## src/rtl/hdr_ratio_pkg.sv

```systemverilog
package hdr_ratio_pkg;

    typedef enum logic [1:0] {
        ST_IDLE    = 2'd0,
        ST_COLLECT = 2'd1,
        ST_DECIDED = 2'd2,
        ST_FAULT   = 2'd3
    } insp_state_e;

    typedef enum logic [1:0] {
        RATIO_X1 = 2'd0,
        RATIO_X2 = 2'd1,
        RATIO_X4 = 2'd2,
        RATIO_X8 = 2'd3
    } ratio_code_e;

    typedef struct packed {
        logic encrypted;
        logic compressed;
    } hdr_flags_t;

endpackage

```

## src/rtl/hdr_word_counter.sv

```systemverilog
module hdr_word_counter #(
    parameter int LIMIT = 229,
    localparam int W = $clog2(LIMIT + 1)
) (
    input  logic         clk,
    input  logic         rst_n,
    input  logic         clr,
    input  logic         adv,
    output logic [W-1:0] cnt,
    output logic         at_limit
);

    localparam logic [W-1:0] LIM_V = W'(LIMIT);

    always_ff @(posedge clk or negedge rst_n) begin
        if (!rst_n) begin
            cnt <= '0;
        end else if (clr) begin
            cnt <= '0;
        end else if (adv && (cnt != LIM_V)) begin
            cnt <= cnt + 1'b1;
        end
    end

    assign at_limit = (cnt == LIM_V);

    // index never runs past the last header word
    p_cnt_bound_r2: assert property (@(posedge clk) disable iff (!rst_n)
        cnt <= LIM_V);

    // idle cycles leave the index untouched
    p_cnt_gap_r10: assert property (@(posedge clk) disable iff (!rst_n)
        (!clr && !adv) |=> $stable(cnt));

endmodule

```

## src/rtl/hdr_field_capture.sv

```systemverilog
module hdr_field_capture
    import hdr_ratio_pkg::*;
#(
    parameter int ENC_IDX = 69,
    parameter int ENC_W   = 2,
    parameter int IDX_W   = 8
) (
    input  logic             clk,
    input  logic             rst_n,
    input  logic             clr,
    input  logic             take,
    input  logic [IDX_W-1:0] idx,
    input  logic [ENC_W-1:0] enc_field,
    input  logic             cmp_bit,
    output hdr_flags_t       flags_o
);

    localparam logic [IDX_W-1:0] ENC_IDX_V = IDX_W'(ENC_IDX);

    logic enc_hit;
    logic enc_q;
    logic at_enc;

    generate
        if (ENC_W == 1) begin : g_enc_single
            assign enc_hit = enc_field[0];
        end else begin : g_enc_multi
            assign enc_hit = |enc_field;
        end
    endgenerate

    assign at_enc = (idx == ENC_IDX_V);

    always_ff @(posedge clk or negedge rst_n) begin
        if (!rst_n) begin
            enc_q <= 1'b0;
        end else if (clr) begin
            enc_q <= 1'b0;
        end else if (take && at_enc) begin
            enc_q <= enc_hit;
        end
    end

    // compression flag is active-low in the header word, used in the cycle of capture
    always_comb begin
        flags_o.encrypted  = enc_q;
        flags_o.compressed = ~cmp_bit;
    end

    // encryption flag changes only on the encryption word or a restart
    p_enc_only_idx_r3: assert property (@(posedge clk) disable iff (!rst_n)
        (!clr && !(take && at_enc)) |=> $stable(enc_q));

endmodule

```

## src/rtl/hdr_ratio_decide.sv

```systemverilog
module hdr_ratio_decide
    import hdr_ratio_pkg::*;
(
    input  hdr_flags_t  flags,
    input  logic        wide,
    output ratio_code_e code
);

    logic [1:0] base;

    always_comb begin
        base = flags.compressed ? 2'(RATIO_X4) : 2'(RATIO_X2);
        if (!flags.encrypted && !flags.compressed) begin
            code = RATIO_X1;
        end else begin
            code = ratio_code_e'(base + {1'b0, wide});
        end
    end

endmodule

```

## src/rtl/hdr_seq_fsm.sv

```systemverilog
module hdr_seq_fsm
    import hdr_ratio_pkg::*;
(
    input  logic clk,
    input  logic rst_n,
    input  logic sof,
    input  logic word_vld,
    input  logic last_word,
    input  logic eoi,
    output logic accept,
    output logic decide_now,
    output logic ratio_vld,
    output logic short_err
);

    insp_state_e state_q;
    insp_state_e state_d;

    always_ff @(posedge clk or negedge rst_n) begin
        if (!rst_n) begin
            state_q <= ST_IDLE;
        end else begin
            state_q <= state_d;
        end
    end

    always_comb begin
        state_d = state_q;
        if (sof) begin
            state_d = ST_COLLECT;
        end else begin
            unique case (state_q)
                ST_IDLE:    state_d = ST_IDLE;
                ST_COLLECT: begin
                    if (word_vld && last_word) begin
                        state_d = ST_DECIDED;
                    end else if (eoi) begin
                        state_d = ST_FAULT;
                    end
                end
                ST_DECIDED: state_d = ST_DECIDED;
                ST_FAULT:   state_d = ST_FAULT;
                default:    state_d = ST_IDLE;
            endcase
        end
    end

    always_comb begin
        accept     = (state_q == ST_COLLECT) && word_vld && !sof;
        decide_now = accept && last_word;
        ratio_vld  = (state_q == ST_DECIDED);
        short_err  = (state_q == ST_FAULT);
    end

    // valid follows acceptance of the final header word
    p_decide_next_r7: assert property (@(posedge clk) disable iff (!rst_n)
        decide_now |=> ratio_vld);

    // fault is sticky until restart
    p_fault_hold_r8: assert property (@(posedge clk) disable iff (!rst_n)
        (short_err && !sof) |=> short_err);

    // end marker without final word leads to fault
    p_eoi_fault_r8: assert property (@(posedge clk) disable iff (!rst_n)
        ((state_q == ST_COLLECT) && !sof && eoi && !decide_now) |=> short_err);

endmodule

```

## src/rtl/hdr_ratio_inspector.sv

```systemverilog
module hdr_ratio_inspector
    import hdr_ratio_pkg::*;
#(
    parameter int DATA_W  = 32,
    parameter int ENC_IDX = 69,
    parameter int ENC_LSB = 2,
    parameter int ENC_W   = 2,
    parameter int CMP_IDX = 229,
    parameter int CMP_BIT = 1
) (
    input  logic              clk,
    input  logic              rst_n,
    input  logic              sof_i,
    input  logic              word_vld_i,
    input  logic [DATA_W-1:0] word_i,
    input  logic              eoi_i,
    input  logic              wide_i,
    output logic [1:0]        ratio_o,
    output logic              ratio_vld_o,
    output logic              short_err_o
);

    localparam int IDX_W = $clog2(CMP_IDX + 1);

    logic             accept;
    logic             decide_now;
    logic             last_word;
    logic [IDX_W-1:0] idx;
    hdr_flags_t       flags;
    ratio_code_e      code_d;
    logic [1:0]       ratio_q;

    hdr_seq_fsm u_fsm (
        .clk        (clk),
        .rst_n      (rst_n),
        .sof        (sof_i),
        .word_vld   (word_vld_i),
        .last_word  (last_word),
        .eoi        (eoi_i),
        .accept     (accept),
        .decide_now (decide_now),
        .ratio_vld  (ratio_vld_o),
        .short_err  (short_err_o)
    );

    hdr_word_counter #(
        .LIMIT (CMP_IDX)
    ) u_cnt (
        .clk      (clk),
        .rst_n    (rst_n),
        .clr      (sof_i),
        .adv      (accept),
        .cnt      (idx),
        .at_limit (last_word)
    );

    hdr_field_capture #(
        .ENC_IDX (ENC_IDX),
        .ENC_W   (ENC_W),
        .IDX_W   (IDX_W)
    ) u_cap (
        .clk       (clk),
        .rst_n     (rst_n),
        .clr       (sof_i),
        .take      (accept),
        .idx       (idx),
        .enc_field (word_i[ENC_LSB +: ENC_W]),
        .cmp_bit   (word_i[CMP_BIT]),
        .flags_o   (flags)
    );

    hdr_ratio_decide u_dec (
        .flags (flags),
        .wide  (wide_i),
        .code  (code_d)
    );

    always_ff @(posedge clk or negedge rst_n) begin
        if (!rst_n) begin
            ratio_q <= 2'(RATIO_X1);
        end else if (sof_i) begin
            ratio_q <= 2'(RATIO_X1);
        end else if (decide_now) begin
            ratio_q <= 2'(code_d);
        end
    end

    assign ratio_o = ratio_q;

    // decision frozen until restart
    p_ratio_frozen_r7: assert property (@(posedge clk) disable iff (!rst_n)
        (ratio_vld_o && !sof_i) |=> (ratio_vld_o && $stable(ratio_o)));

    // code reads x1 while not valid
    p_ratio_zero_r5: assert property (@(posedge clk) disable iff (!rst_n)
        !ratio_vld_o |-> (ratio_o == 2'(RATIO_X1)));

    // error and valid never together
    p_err_excl_r8: assert property (@(posedge clk) disable iff (!rst_n)
        !(ratio_vld_o && short_err_o));

    // restart clears all outputs
    p_sof_clear_r9: assert property (@(posedge clk) disable iff (!rst_n)
        sof_i |=> (!ratio_vld_o && !short_err_o && (ratio_o == 2'(RATIO_X1))));

endmodule

```

## config.mk

```make
export PLATFORM = sky130hd
export DESIGN_NAME = hdr_ratio_inspector
export DESIGN_NICKNAME = d
export VERILOG_FILES = /design/src/rtl/hdr_ratio_pkg.sv /design/src/rtl/hdr_word_counter.sv /design/src/rtl/hdr_field_capture.sv /design/src/rtl/hdr_ratio_decide.sv /design/src/rtl/hdr_seq_fsm.sv /design/src/rtl/hdr_ratio_inspector.sv
export SDC_FILE = /design/constraint.sdc
export NUM_CORES = 1
export LEC_CHECK = 0
export BUFFER_PORTS_ARGS = -buffer_cell sky130_fd_sc_hd__buf_4
export CORE_MARGIN = 2
export CORE_UTILIZATION = 39
export DETAILED_ROUTE_END_ITERATION = 16
export MAX_ROUTING_LAYER = met4
export PLACE_DENSITY = 0.85
export SLEW_MARGIN = 10
export SYNTH_ARGS = -nofsm -noshare
export SYNTH_HDL_FRONTEND = slang
export SYNTH_HIERARCHICAL = 1
export SYNTH_SLANG_ARGS = --single-unit
```

## constraint.sdc

```tcl
create_clock -name clk -period 1.8 [get_ports clk]
set_clock_uncertainty 0.2 [all_clocks]
set_input_delay 0.27 -clock clk [delete_from_list [all_inputs] [get_ports clk]]
set_output_delay 0.27 -clock clk [all_outputs]
set_load 0.05 [all_outputs]
```

### Word level (Yosys, flattened, before mapping)

Cells that the tools add are included.

| storage, ports and cells | value |
|---|---|
| register bits after elaboration | 13 |
| bits in latches | 0 |
| bits in writable memories | 0 |
| bits in read-only memories | 0 |
| input port bits | 38 |
| output and inout bits | 4 |
| word-level logic and storage cells | 39 |
| memories kept | 0 |

| cells by class | value |
|---|---|
| add/subtract/negate cells | 2 |
| multipliers | 0 |
| divide/modulo/power cells | 0 |
| $lt $le $gt $ge | 0 |
| equality and inequality tests | 7 |
| shift operators | 0 |
| muxes and demuxes | 12 |
| bitwise logic cells | 0 |
| reduce and logical (&&, ||, !) cells | 14 |

Operators with widths:

| cell | number |
|---|---|
| $mux 8 | 2 |
| $mux 2 | 7 |
| $add 8x1->8 const B | 1 |
| $eq 8x7->1 const B | 1 |
| $eq 8x8->1 const B | 1 |
| $ne 8x8->1 const B | 1 |
| $pmux 2 s4 | 1 |
| $logic_and 1x1->1 | 7 |
| $reduce_bool 2->1 | 3 |
| $eq 2x2->1 const B | 2 |
| $ne 4x3->1 const B | 1 |
| $add 2x1->2 | 1 |
| $eq 2x1->1 const B | 1 |
| $logic_not 1->1 | 2 |
| $logic_not 2->1 | 1 |
| $mux 1 | 2 |
| $reduce_or 2->1 | 1 |

### Longest topological paths before layout

Gate-level depths: netlist (run 1).

| depth | value |
|---|---|
| word-level depth | 6 |
| depth in mapped cells | 7 |
| depth with buffers taken out | 7 |

### Hierarchy

Netlist (run 1), hierarchy kept.

By module, submodules not included:

| module | instances | cells each | area each (sq um) | seq. area each (sq um) |
|---|---|---|---|---|
| hdr_word_counter | 1 | 48 | 457.9 | 200.2 |
| hdr_seq_fsm | 1 | 11 | 113.9 | 50.0 |
| hdr_field_capture | 1 | 10 | 93.8 | 25.0 |
| hdr_ratio_inspector | 1 | 6 | 77.6 | 50.0 |
| hdr_ratio_decide | 1 | 5 | 40.0 | 0.0 |

### Least setup slack after synthesis (run 1)

Ideal clock, no wire load.

| path | value |
|---|---|
| path type | register -> register |
| start | reg u_fsm.state_q[1] |
| end | reg u_cnt.cnt[7] |
| setup time | 77 ps |
| arrival | 1,462 ps |
| required time | 1,523 ps |
| setup slack | 60 ps |
| cell stages (with the launch flop) | 5 |
| buffers on the path | 0 |
| period minus slack after synthesis | 1,740 ps |
| path through | dfrtp_1 and4bb_1 nand4_2 or4_1 a21oi_1 |

| on the way | value |
|---|---|
| word-level cells in the longest chain between the ends | 5 |

RTL lines:

| element | line | RTL |
|---|---|---|
| start, declared | hdr_seq_fsm.sv:16 | `insp_state_e state_q;` |
| start signal, assigned | hdr_seq_fsm.sv:23 | `state_q <= state_d;` |
| $eq 2x1->1 | hdr_seq_fsm.sv:49 | `accept = (state_q == ST_COLLECT) && word_vld && !sof;` |
| $logic_and 1x1->1 (2 in a row) | hdr_seq_fsm.sv:49 |  |
| net accept | hdr_ratio_inspector.sv:25 | `logic accept;` |
| $logic_and 1x1->1 | hdr_word_counter.sv:20 | `end else if (adv && (cnt != LIM_V)) begin` |
| $reduce_bool 2->1 (no line) | n/a |  |
| end signal, assigned | hdr_word_counter.sv:21 | `cnt <= cnt + 1'b1;` |
| end, declared | hdr_word_counter.sv:9 | `output logic [W-1:0] cnt,` |

The timed path passes the listed nets, and every way through them passes these cells.
A chain may end at the register's enable or synchronous reset.

### Worst setup path after layout (run 1)

Same ends and word-level chain as after synthesis.

==> flow_summary.toml, run 1 <==
[grt]
grt_first_pass_wirelength_um = 3240
grtUsageMet1_pct = 20.0
grt_usage_pct = 18.5
grt_util_met2_pct = 29.7
gr-max-usage-layer = "met2"
antenna_found_initial = 0
grt.overflow.total = 0
grt_max_degree = 15
grt_pass1_vias = 739
met3_usage_pct = 3.99

[critical_path]
worstPathCellList = "and4bb_4 > nand4_4 > or4_4 > a21oi_2"
worst-path-buf-inv = 0
crit_family = "simple AND/OR/NAND/NOR gates"
worst_setup_path_start_kind = "flop"
crit_fanout = 5
cp_data_arrival_time_ps = 1770
cp_slowest_cell = "or4_4"
cpPeakStageDelay_ps = 440
crit_type = "reg2reg"
crit_path_end_kind = "flop"
cp.required_ps = 1820

[sta]
setup_tns_ps = 0
min_period_ps = 1760
drv_slew = 0
tightest_slew_ps = 403
max_freq_mhz = 569
timing.slew.headroom_pct = 73.1
finalHoldViolCount = 0
finalSetupViolations = 0
period_share_pct = 97.6

[pwr]
comb_power_share_pct = 15.7
netSwitchingPower_uw = 149
cell_internal_pwr_uw = 427
ir_worst_vdd_mv = 0.360
seq_power_share_pct = 52.0
p_clk_share_pct = 32.3
pwr_density_cell_nw_per_um2 = 546
p_leak_nw = 0.483
swShare_pct = 25.8

[routing]
remaining_drc_errors = 0
wl_per_cell_um = 13.9
totalWireLength_um = 1870
dr_total_vias = 730
firstDrtPassIters = 4
antenna_left = 0
vias_per_cell = 5.45
drt_iter0_drc = 10

[clocking]
cts_tree = "yes"
clk_latency_ps = 280
clock_path_buffers = 2
cts-root-buf = "clkbuf_4"
cts-buffers-inserted = 3
htreeDepth = 1
clk_pin_slew_ps = 80
clkSinkCount = 13

[synthesis]
syn_inst = 80
yosys_warnings = 6
post_synth.cell_area_avg_um2 = 9.79
synth_cell_type_count = 35
ys_seq_elements = 13
ys_seq_area_share_pct = 41.5
syn-num-nets = 121
syn-cell-area_um2 = 783

[status]
status = "complete, no violations"

[die]
ios = 42
core-area_um2 = 1920
die_area_um2 = 2380
die_w_um = 48.8
die_h_um = 48.8
start_util_pct = 40.8
rows = 16

[cells_and_area]
drive_gt1_share_pct = 38.3
area_delta_synth_final_pct = 34.5
nNetsFinal = 149
diodes = 0
final_cell_area_um2 = 1050

[placed_design]
gp_congestion = 0.775
dp_hpwl_um = 1270
postPlaceCellArea_um2 = 967
portBuffers = 12

[min_path]
hold_path_class = "in2reg"

[job]
drv_cap = 0
## synth_stat cells
master / instances / share of area [%]
a211o_2: 1 / 1.3
a211oi_1: 2 / 1.9
a21o_1: 1 / 0.96
a21oi_1: 7 / 4.5
a31oi_1: 1 / 0.80
and2_1: 1 / 0.80
and2_2: 1 / 0.96
and4_1: 2 / 2.2
and4b_1: 1 / 1.3
and4bb_1: 1 / 1.6
buf_4: 3 / 2.9
dfrtp_1: 13 / 42
ha_1: 3 / 4.8
inv_1: 4 / 1.9
mux2_2: 1 / 1.4
mux2i_1: 2 / 2.6
nand2_1: 4 / 1.9
nand2b_1: 1 / 0.80
nand3_1: 2 / 1.3
nand3b_1: 1 / 0.96
nand4_1: 2 / 1.6
nand4_2: 1 / 1.6
nor2_1: 6 / 2.9
nor2_2: 1 / 0.80
nor2b_1: 2 / 1.6
nor3_1: 3 / 1.9
nor3_2: 1 / 1.3
nor3b_1: 1 / 0.96
nor3b_2: 1 / 1.6
o21ai_0: 2 / 1.3
o21ba_1: 2 / 2.6
o31ai_1: 2 / 1.9
or3_1: 2 / 1.6
or4_1: 1 / 0.96
xor2_1: 1 / 1.1
## area by class of cell
class                           instances  area (um^2)
Timing Repair Buffer                   26          198
Fill cell                             176          868
Multi-Input combinational cell         60          455
Tap cell                               27         33.8
Clock buffer                            4         26.3
Sequential cell                        13          325
Inverter                                4         15.0
## worst register-to-register path, delay by kind of cell (launching register included)
family	cells	cell delay, ps
flip-flops	1	390
AND/OR/NAND/NOR	3	960
AO/OA/AOI/OAI	1	150
## timing repair
action                                  in CTS  in global routing
buffers inserted                             0                  2
endpoints found under the hold margin       13                  0
pin swaps                                    0                  2
hold buffers                                 1                  0
resized for setup                            2                  6
endpoints found under the setup margin       1                  5
## path summary, 6_finish.rpt
kind,startpoint,end,slack (ps),cells past startpoint
max in group asynchronous,rst_n,u_cnt/cnt[2]$_DFFE_PN0P_,1080,2
worst max register to register,u_fsm/state_q[1]$_DFFE_PN0P_,u_cnt/cnt[7]$_DFFE_PN0P_,40,4
min in group asynchronous,rst_n,u_cnt/cnt[6]$_DFFE_PN0P_,160,2
worst min register to register,ratio_o[1]$_DFFE_PN0P_,ratio_o[1]$_DFFE_PN0P_,330,2
worst min-delay path,word_vld_i,u_fsm/state_q[0]$_DFFE_PN0P_,120,3
worst max-delay path,u_fsm/state_q[1]$_DFFE_PN0P_,u_cnt/cnt[7]$_DFFE_PN0P_,40,4
## routing by layer
metal	part of all wire [%]	vias up
met5	0	-
met4	2.6	0
met3	4.0	5
met2	52	23
met1	41	357
li1	-	345
## sequential cells by signal, summed over array words and instances (netlist names)
signal,count
ratio_o,2
u_cap/enc_q,1
u_cnt/cnt,8
u_fsm/state_q,2
## stage by stage
| stage | worst slack (ps) | cells | utilization, % | total power, mW | hold WS (ps) |
|---|---|---|---|---|---|
| 6_report | 43.2 | 134 | 54.8 | 0.575 | 122 |
| 4_1_cts | 29.5 | 132 | 52.4 | 0.577 | 107 |
| 3_5_place_dp | -37.4 | 127 | 50.3 | 0.385 | -75.8 |
| 5_1_grt | -3.10 | 134 | 54.8 | 0.610 | 126 |
| 3_3_place_gp | 0.521 | 127 | 50.3 | 0.380 | -78.2 |
| 2_1_floorplan | 60.3 | 80 | - | 0.344 | -226 |
## cells by family (layout without fill, tap and decap cells)
group / count (synthesis) / after routing / synth area share (%)
buffers and inverters: 7 / 34 / 4.79
multiplexers: 3 / 3 / 3.99
XOR/XNOR: 1 / 1 / 1.12
adder cells (fa/ha/maj): 3 / 3 / 4.79
AND/OR/NAND/NOR: 35 / 35 / 28.6
flip-flops: 13 / 13 / 41.5
AO/OA/AOI/OAI: 18 / 18 / 15.2
## power by group through the flow
| stage | logic [mW] | clock network (mW) | registers [mW] |
|---|---|---|---|
| 6_report | 0.0901 | 0.186 | 0.299 |
| 5_1_grt | 0.0983 | 0.212 | 0.300 |
| 4_1_cts | 0.0832 | 0.194 | 0.299 |
| 3_5_place_dp | 0.0797 | 0 | 0.305 |
| 3_3_place_gp | 0.0755 | 0 | 0.304 |
| 2_1_floorplan | 0.0363 | 0 | 0.307 |
## cells in the final DEF (no fill, tap or decap), types with 2 or more instances in the layout
cell type  count
buf_4         25
ha_1           3
a211oi_1       2
inv_1          4
clkbuf_4       3
nor2_1         6
o21ai_0        2
dfrtp_1       13
nor3_2         2
a21oi_1        6
nand3_1        2
mux2i_1        2
nor2b_1        2
o31ai_2        2
or3_1          2
nand4_1        2
nand2_1        4
o21ba_1        2
and4_1         2
nor3_1         2
Note: power is estimated with default switching activity, not from simulation.
==> inputs of run 2 (changes only) <==
- CORE_UTILIZATION: 39 -> 40
- CTS_CLUSTER_DIAMETER: not set -> 150
- PLACE_DENSITY: 0.85 -> 0.84
- clock period: 1.8 -> 1.7 ns (I/O delays scaled with it)
==> run 2 against run 1 <==
- clock power is essentially flat
- via count is 2.7% lower
- register-to-register slack got worse by 40 ps
- sequential cell count is the same
- combinational power increased by 9.1%
- wire length shrank 5.2%
- highest routed layer unchanged
==> flow_summary.toml, run 2 (synthesis results as in run 1) <==
[routing]
dr_wl_met2_um = 928
firstDrtPassIters = 4
dr_total_vias = 710
antenna_left = 0
vias_per_cell = 5.30
totalWireLength_um = 1770
remaining_drc_errors = 0
wl_per_cell_um = 13.2
drt_iter0_drc = 21
route.layer.met1.wl_um = 759
met3_length_um = 65
dr.max_layer_used = "met4"

[clocking]
clkSinkCount = 13
cts_tree = "yes"
clk_pin_slew_ps = 80
clk_latency_ps = 270
cts-buffers-inserted = 3
cts-root-buf = "clkbuf_4"
htreeDepth = 1
clock_path_buffers = 2

[grt]
grt_max_degree = 15
grt_usage_pct = 16.7
grt_pass1_vias = 670
grt_first_pass_wirelength_um = 2620
antenna_found_initial = 0
grt.overflow.total = 0

[cells_and_area]
n_fill_cell = 154
drive_gt1_share_pct = 41.1
nNetsFinal = 149
final_cell_mix = "25 x buf_4, 13 x dfrtp_1, 6 x nor2_1, 6 x a21oi_1"
top_register = "u_cnt/cnt"
area_delta_synth_final_pct = 37.2
diodes = 0
final_util_pct = 56.5
final_common_cell = "buf_4"
largest_reg_flops = 8

[sta]
tightest_slew_ps = 397
min_period_ps = 1690
finalHoldViolCount = 0
max_freq_mhz = 591
period_share_pct = 99.6
setup_tns_ps = 0
finalSetupViolations = 0
rsz0062_at_grt = "true"
drv_slew = 0
timing.slew.headroom_pct = 73.5

[critical_path]
crit_family = "simple AND/OR/NAND/NOR gates"
cp.required_ps = 1710
crit_type = "reg2reg"
cp_data_arrival_time_ps = 1700
r2r_slack_ps = 7
worstPathCellList = "and4bb_4 > nand4_4 > or4_4 > a21oi_2"
worst_setup_path_start_kind = "flop"
worst-path-buf-inv = 0
crit_fanout = 6
cp_slowest_cell = "or4_4"
crit_path_end_kind = "flop"
cpPeakStageDelay_ps = 440

[die]
die_h_um = 48.3
start_util_pct = 41.2
die_area_um2 = 2330
core-area_um2 = 1900
rows = 16
die_w_um = 48.3
ios = 42

[placed_design]
gp_congestion = 0.785
portBuffers = 12
dp_hpwl_um = 1290

[pwr]
p_leak_nw = 0.492
pwr_density_cell_nw_per_um2 = 561
ir_worst_vdd_mv = 0.344

[status]
status = "complete, no violations"

[min_path]
hold_path_class = "in2reg"

[job]
drv_cap = 0
-- run 2: cell counts in the layout (fill, tap and decap cells not counted) --
Identical to the previous run, type by type.
-- run 2: routing by layer --
metal	up-vias	track usage, %
li1	349	-
met1	335	18.6
met2	24	28.9
met3	2	2.22
met4	0	8.11
met5	-	-
-- run 2: stage by stage --
step / power [mW] / setup slack (ps) / hold slack (ps) / area [um^2] / std cells
after floorplan: 0.367 / 7.85 / -241 / 796 / 80
after global placement: 0.406 / 6.50 / -93.8 / 980 / 127
after detailed placement: 0.410 / -40.0 / -90.1 / 980 / 127
after CTS: 0.606 / -5.89 / 102 / 1040 / 133
after global routing: 0.637 / -44.0 / 110 / 1070 / 134
final: 0.603 / 7.41 / 109 / 1070 / 134
-- run 2: worst paths after layout --
path,cells after the start,start,end
max reg2reg,4,u_fsm/state_q[1]$_DFFE_PN0P_,u_cnt/cnt[7]$_DFFE_PN0P_
min in group asynchronous,2,rst_n,u_cnt/cnt[3]$_DFFE_PN0P_
min,3,word_vld_i,u_fsm/state_q[0]$_DFFE_PN0P_
min reg2reg,2,ratio_o[0]$_DFFE_PN0P_,ratio_o[0]$_DFFE_PN0P_
max in group asynchronous,2,rst_n,u_cnt/cnt[7]$_DFFE_PN0P_
max,4,u_fsm/state_q[1]$_DFFE_PN0P_,u_cnt/cnt[7]$_DFFE_PN0P_
-- run 2: worst reg2reg max path: cells and delay by family, from the launching register on --
| kind | cells | cell delay [ps] |
|---|---|---|
| AO/OA/AOI/OAI | 1 | 120 |
| AND/OR/NAND/NOR | 3 | 930 |
| flip-flops | 1 | 380 |
-- run 2: power breakdown --
part | internal (mW) | switching (mW) | leakage, nW
Clock | 0.0908 | 0.0970 | 0.0150
Combinational | 0.0493 | 0.0490 | 0.303
Sequential | 0.314 | 0.00279 | 0.174
-- run 2: what timing repair did --
item	CTS	global route
endpoints found under the setup margin	4	9
buffers inserted	1	1
hold buffers	1	0
gates resized for setup	3	6
pin swaps	1	9
endpoints found under the hold margin	13	0
-- run 2: final cells by class --
type	count	area, um^2	share of cell area [%]
Multi-Input combinational cell	60	477	44.4
Sequential cell	13	325	30.3
Timing Repair Buffer	26	198	18.4
Tap cell	27	33.8	3.14
Clock buffer	4	26.3	2.44
Inverter	4	15.0	1.40
==> inputs of run 3 (changes only) <==
- CORE_UTILIZATION: 40 -> 30
- PLACE_DENSITY: 0.84 -> 0.68
==> run 3 against run 2 <==
- the run now ends with setup timing left
- clock power up 6%
- wire length up 6.4%
- first-iteration DRC count unchanged
- worst setup slack worse by 11 ps
- utilization down 12 points
- final cell count up 3.7%
- sequential power about the same
- combinational power up 8%
- sequential cell count unchanged
- non-clock buffer count up 2
==> flow_summary.toml, run 3 (synthesis results as in run 1) <==
[die]
core-area_um2 = 2480
rows = 18
die_area_um2 = 3040
die_h_um = 55.1
start_util_pct = 31.6
die_w_um = 55.1
ios = 42

[critical_path]
crit_type = "reg2reg"
worstPathCellList = "and4bb_4 > buf_4 > nand3_1 > buf_4 > o21ai_0 > a21oi_2"
cpMostUsedCell = "buf_4"
r2r_slack_ps = -3
crit_family = "simple AND/OR/NAND/NOR gates"
worst_setup_path_start_kind = "flop"
timing.rr.end = "u_cnt/cnt[6]$_DFFE_PN0P_"
crit_fanout = 3
cp_data_arrival_time_ps = 1670
cp.required_ps = 1670
crit_path_end_kind = "flop"
cp_slowest_cell = "dfrtp_1"
r2r_start = "u_fsm/state_q[1]$_DFFE_PN0P_"
rr_worst_depth = 6
worst-path-buf-inv = 2
cpPeakStageDelay_ps = 390

[grt]
grt_usage_pct = 14.8
grt.overflow.total = 0
grt_first_pass_wirelength_um = 3020
grt_pass1_vias = 709
grt_max_degree = 15
antenna_found_initial = 0

[status]
status = "finished with violations"
failed_checks = "setup timing"

[routing]
totalWireLength_um = 1880
drt_iter0_drc = 21
dr_total_vias = 723
antenna_left = 0
remaining_drc_errors = 0
firstDrtPassIters = 4
vias_per_cell = 5.20
wl_per_cell_um = 13.5

[pwr]
p_leak_nw = 0.497
pwr_density_cell_nw_per_um2 = 559
ir_worst_vdd_mv = 0.312

[sta]
rsz0062_at_grt = "true"
period_share_pct = 100
max_freq_mhz = 587
fin_ws_ps = -3.43
finalHoldViolCount = 0
min_period_ps = 1700
timing.slew.headroom_pct = 81.1
finalSetupViolations = 1
drv_slew = 0
tightest_slew_ps = 282
setup_tns_ps = -3.43

[placed_design]
gp_congestion = 0.848
postPlaceCellArea_um2 = 1010
portBuffers = 12
dp_hpwl_um = 1370

[clocking]
clkSinkCount = 13
cts_tree = "yes"
clock_path_buffers = 2
clk_latency_ps = 280
cts-root-buf = "clkbuf_4"
htreeDepth = 1
clk_pin_slew_ps = 90
cts-buffers-inserted = 3

[cells_and_area]
final_cell_mix = "27 x buf_4, 12 x dfrtp_1, 6 x nor2_1, 5 x a21oi_1, 4 x nand2_1"
largest_reg_flops = 8
top_register = "u_cnt/cnt"
final_common_cell = "buf_4"
n_fill_cell = 241
nNetsFinal = 151
area_delta_synth_final_pct = 42.3
final_cell_area_um2 = 1110
drive_gt1_share_pct = 45.0
diodes = 0

[min_path]
min_to = "u_fsm/state_q[0]$_DFFE_PN0P_"
hold_path_class = "in2reg"
min_from = "word_vld_i"
whs_path_depth = 3

[job]
drv_cap = 0
==> run 3: final cells by class <==
| class | count | area (um^2) | area share [%] |
|---|---|---|---|
| Clock buffer | 4 | 26.3 | 2.36 |
| Inverter | 4 | 15.0 | 1.35 |
| Multi-Input combinational cell | 60 | 497 | 44.6 |
| Sequential cell | 13 | 327 | 29.3 |
| Tap cell | 30 | 37.5 | 3.37 |
| Timing Repair Buffer | 28 | 213 | 19.1 |
==> run 3: metrics by stage <==
step                      setup WS [ps]  utilization [%]  hold slack (ps)  cells  power, mW
after floorplan                    7.85                -             -241     80      0.367
after global placement            -1.66             40.6            -90.8    133      0.409
after detailed placement          -49.1             40.6            -88.6    133      0.414
after CTS                          5.83             42.9              110    139      0.618
after global routing              -30.6             45.0              135    139      0.653
final                             -3.43             45.0              128    139      0.624
==> run 3: routing by layer <==
metal,track usage (%),part of all wire [%],up-vias
met5,-,0,-
met4,8.54,1.4,0
met3,3.23,4.9,2
met2,25.0,52,24
met1,16.1,42,349
li1,-,-,348
==> run 3: worst max-delay path by stage <==
| stage | endpoint | start | slack [ps] | depth (start not counted) |
|---|---|---|---|---|
| after floorplan | u_cnt/cnt[7]$_DFFE_PN0P_ | u_fsm/state_q[1]$_DFFE_PN0P_ | 8 | 4 |
| after global placement | ratio_o[1]$_DFFE_PN0P_ | u_cnt/cnt[1]$_DFFE_PN0P_ | -2 | 7 |
| after detailed placement | ratio_o[0]$_DFFE_PN0P_ | u_cnt/cnt[1]$_DFFE_PN0P_ | -50 | 7 |
| after CTS | ratio_o[0]$_DFFE_PN0P_ | u_cnt/cnt[1]$_DFFE_PN0P_ | 6 | 7 |
| after global routing | u_cnt/cnt[6]$_DFFE_PN0P_ | u_fsm/state_q[1]$_DFFE_PN0P_ | -30 | 6 |
| final | u_cnt/cnt[6]$_DFFE_PN0P_ | u_fsm/state_q[1]$_DFFE_PN0P_ | -3 | 6 |
==> run 3: repair_timing <==
item | CTS | global route
hold buffers | 1 | 0
endpoints found under the setup margin | 4 | 8
endpoints found under the hold margin | 13 | 0
pin swaps | 5 | 4
gates resized for setup | 3 | 11
gates cloned | 0 | 0
setup buffers | 1 | 0
==> run 3: report_power, final <==
| group | internal [mW] | total [mW] | switching [mW] |
|---|---|---|---|
| registers | 0.314 | 0.318 | 0.00385 |
| logic | 0.0538 | 0.106 | 0.0525 |
| clock network | 0.0910 | 0.200 | 0.109 |
| total | 0.459 | 0.624 | 0.165 |
==> run 3: worst reg2reg max path: cells and delay by family (launching register included) <==
| kind | cells | cell delay, ps |
|---|---|---|
| AO/OA/AOI/OAI | 2 | 300 |
| buffers and inverters | 2 | 280 |
| flip-flops | 1 | 390 |
| AND/OR/NAND/NOR | 2 | 430 |
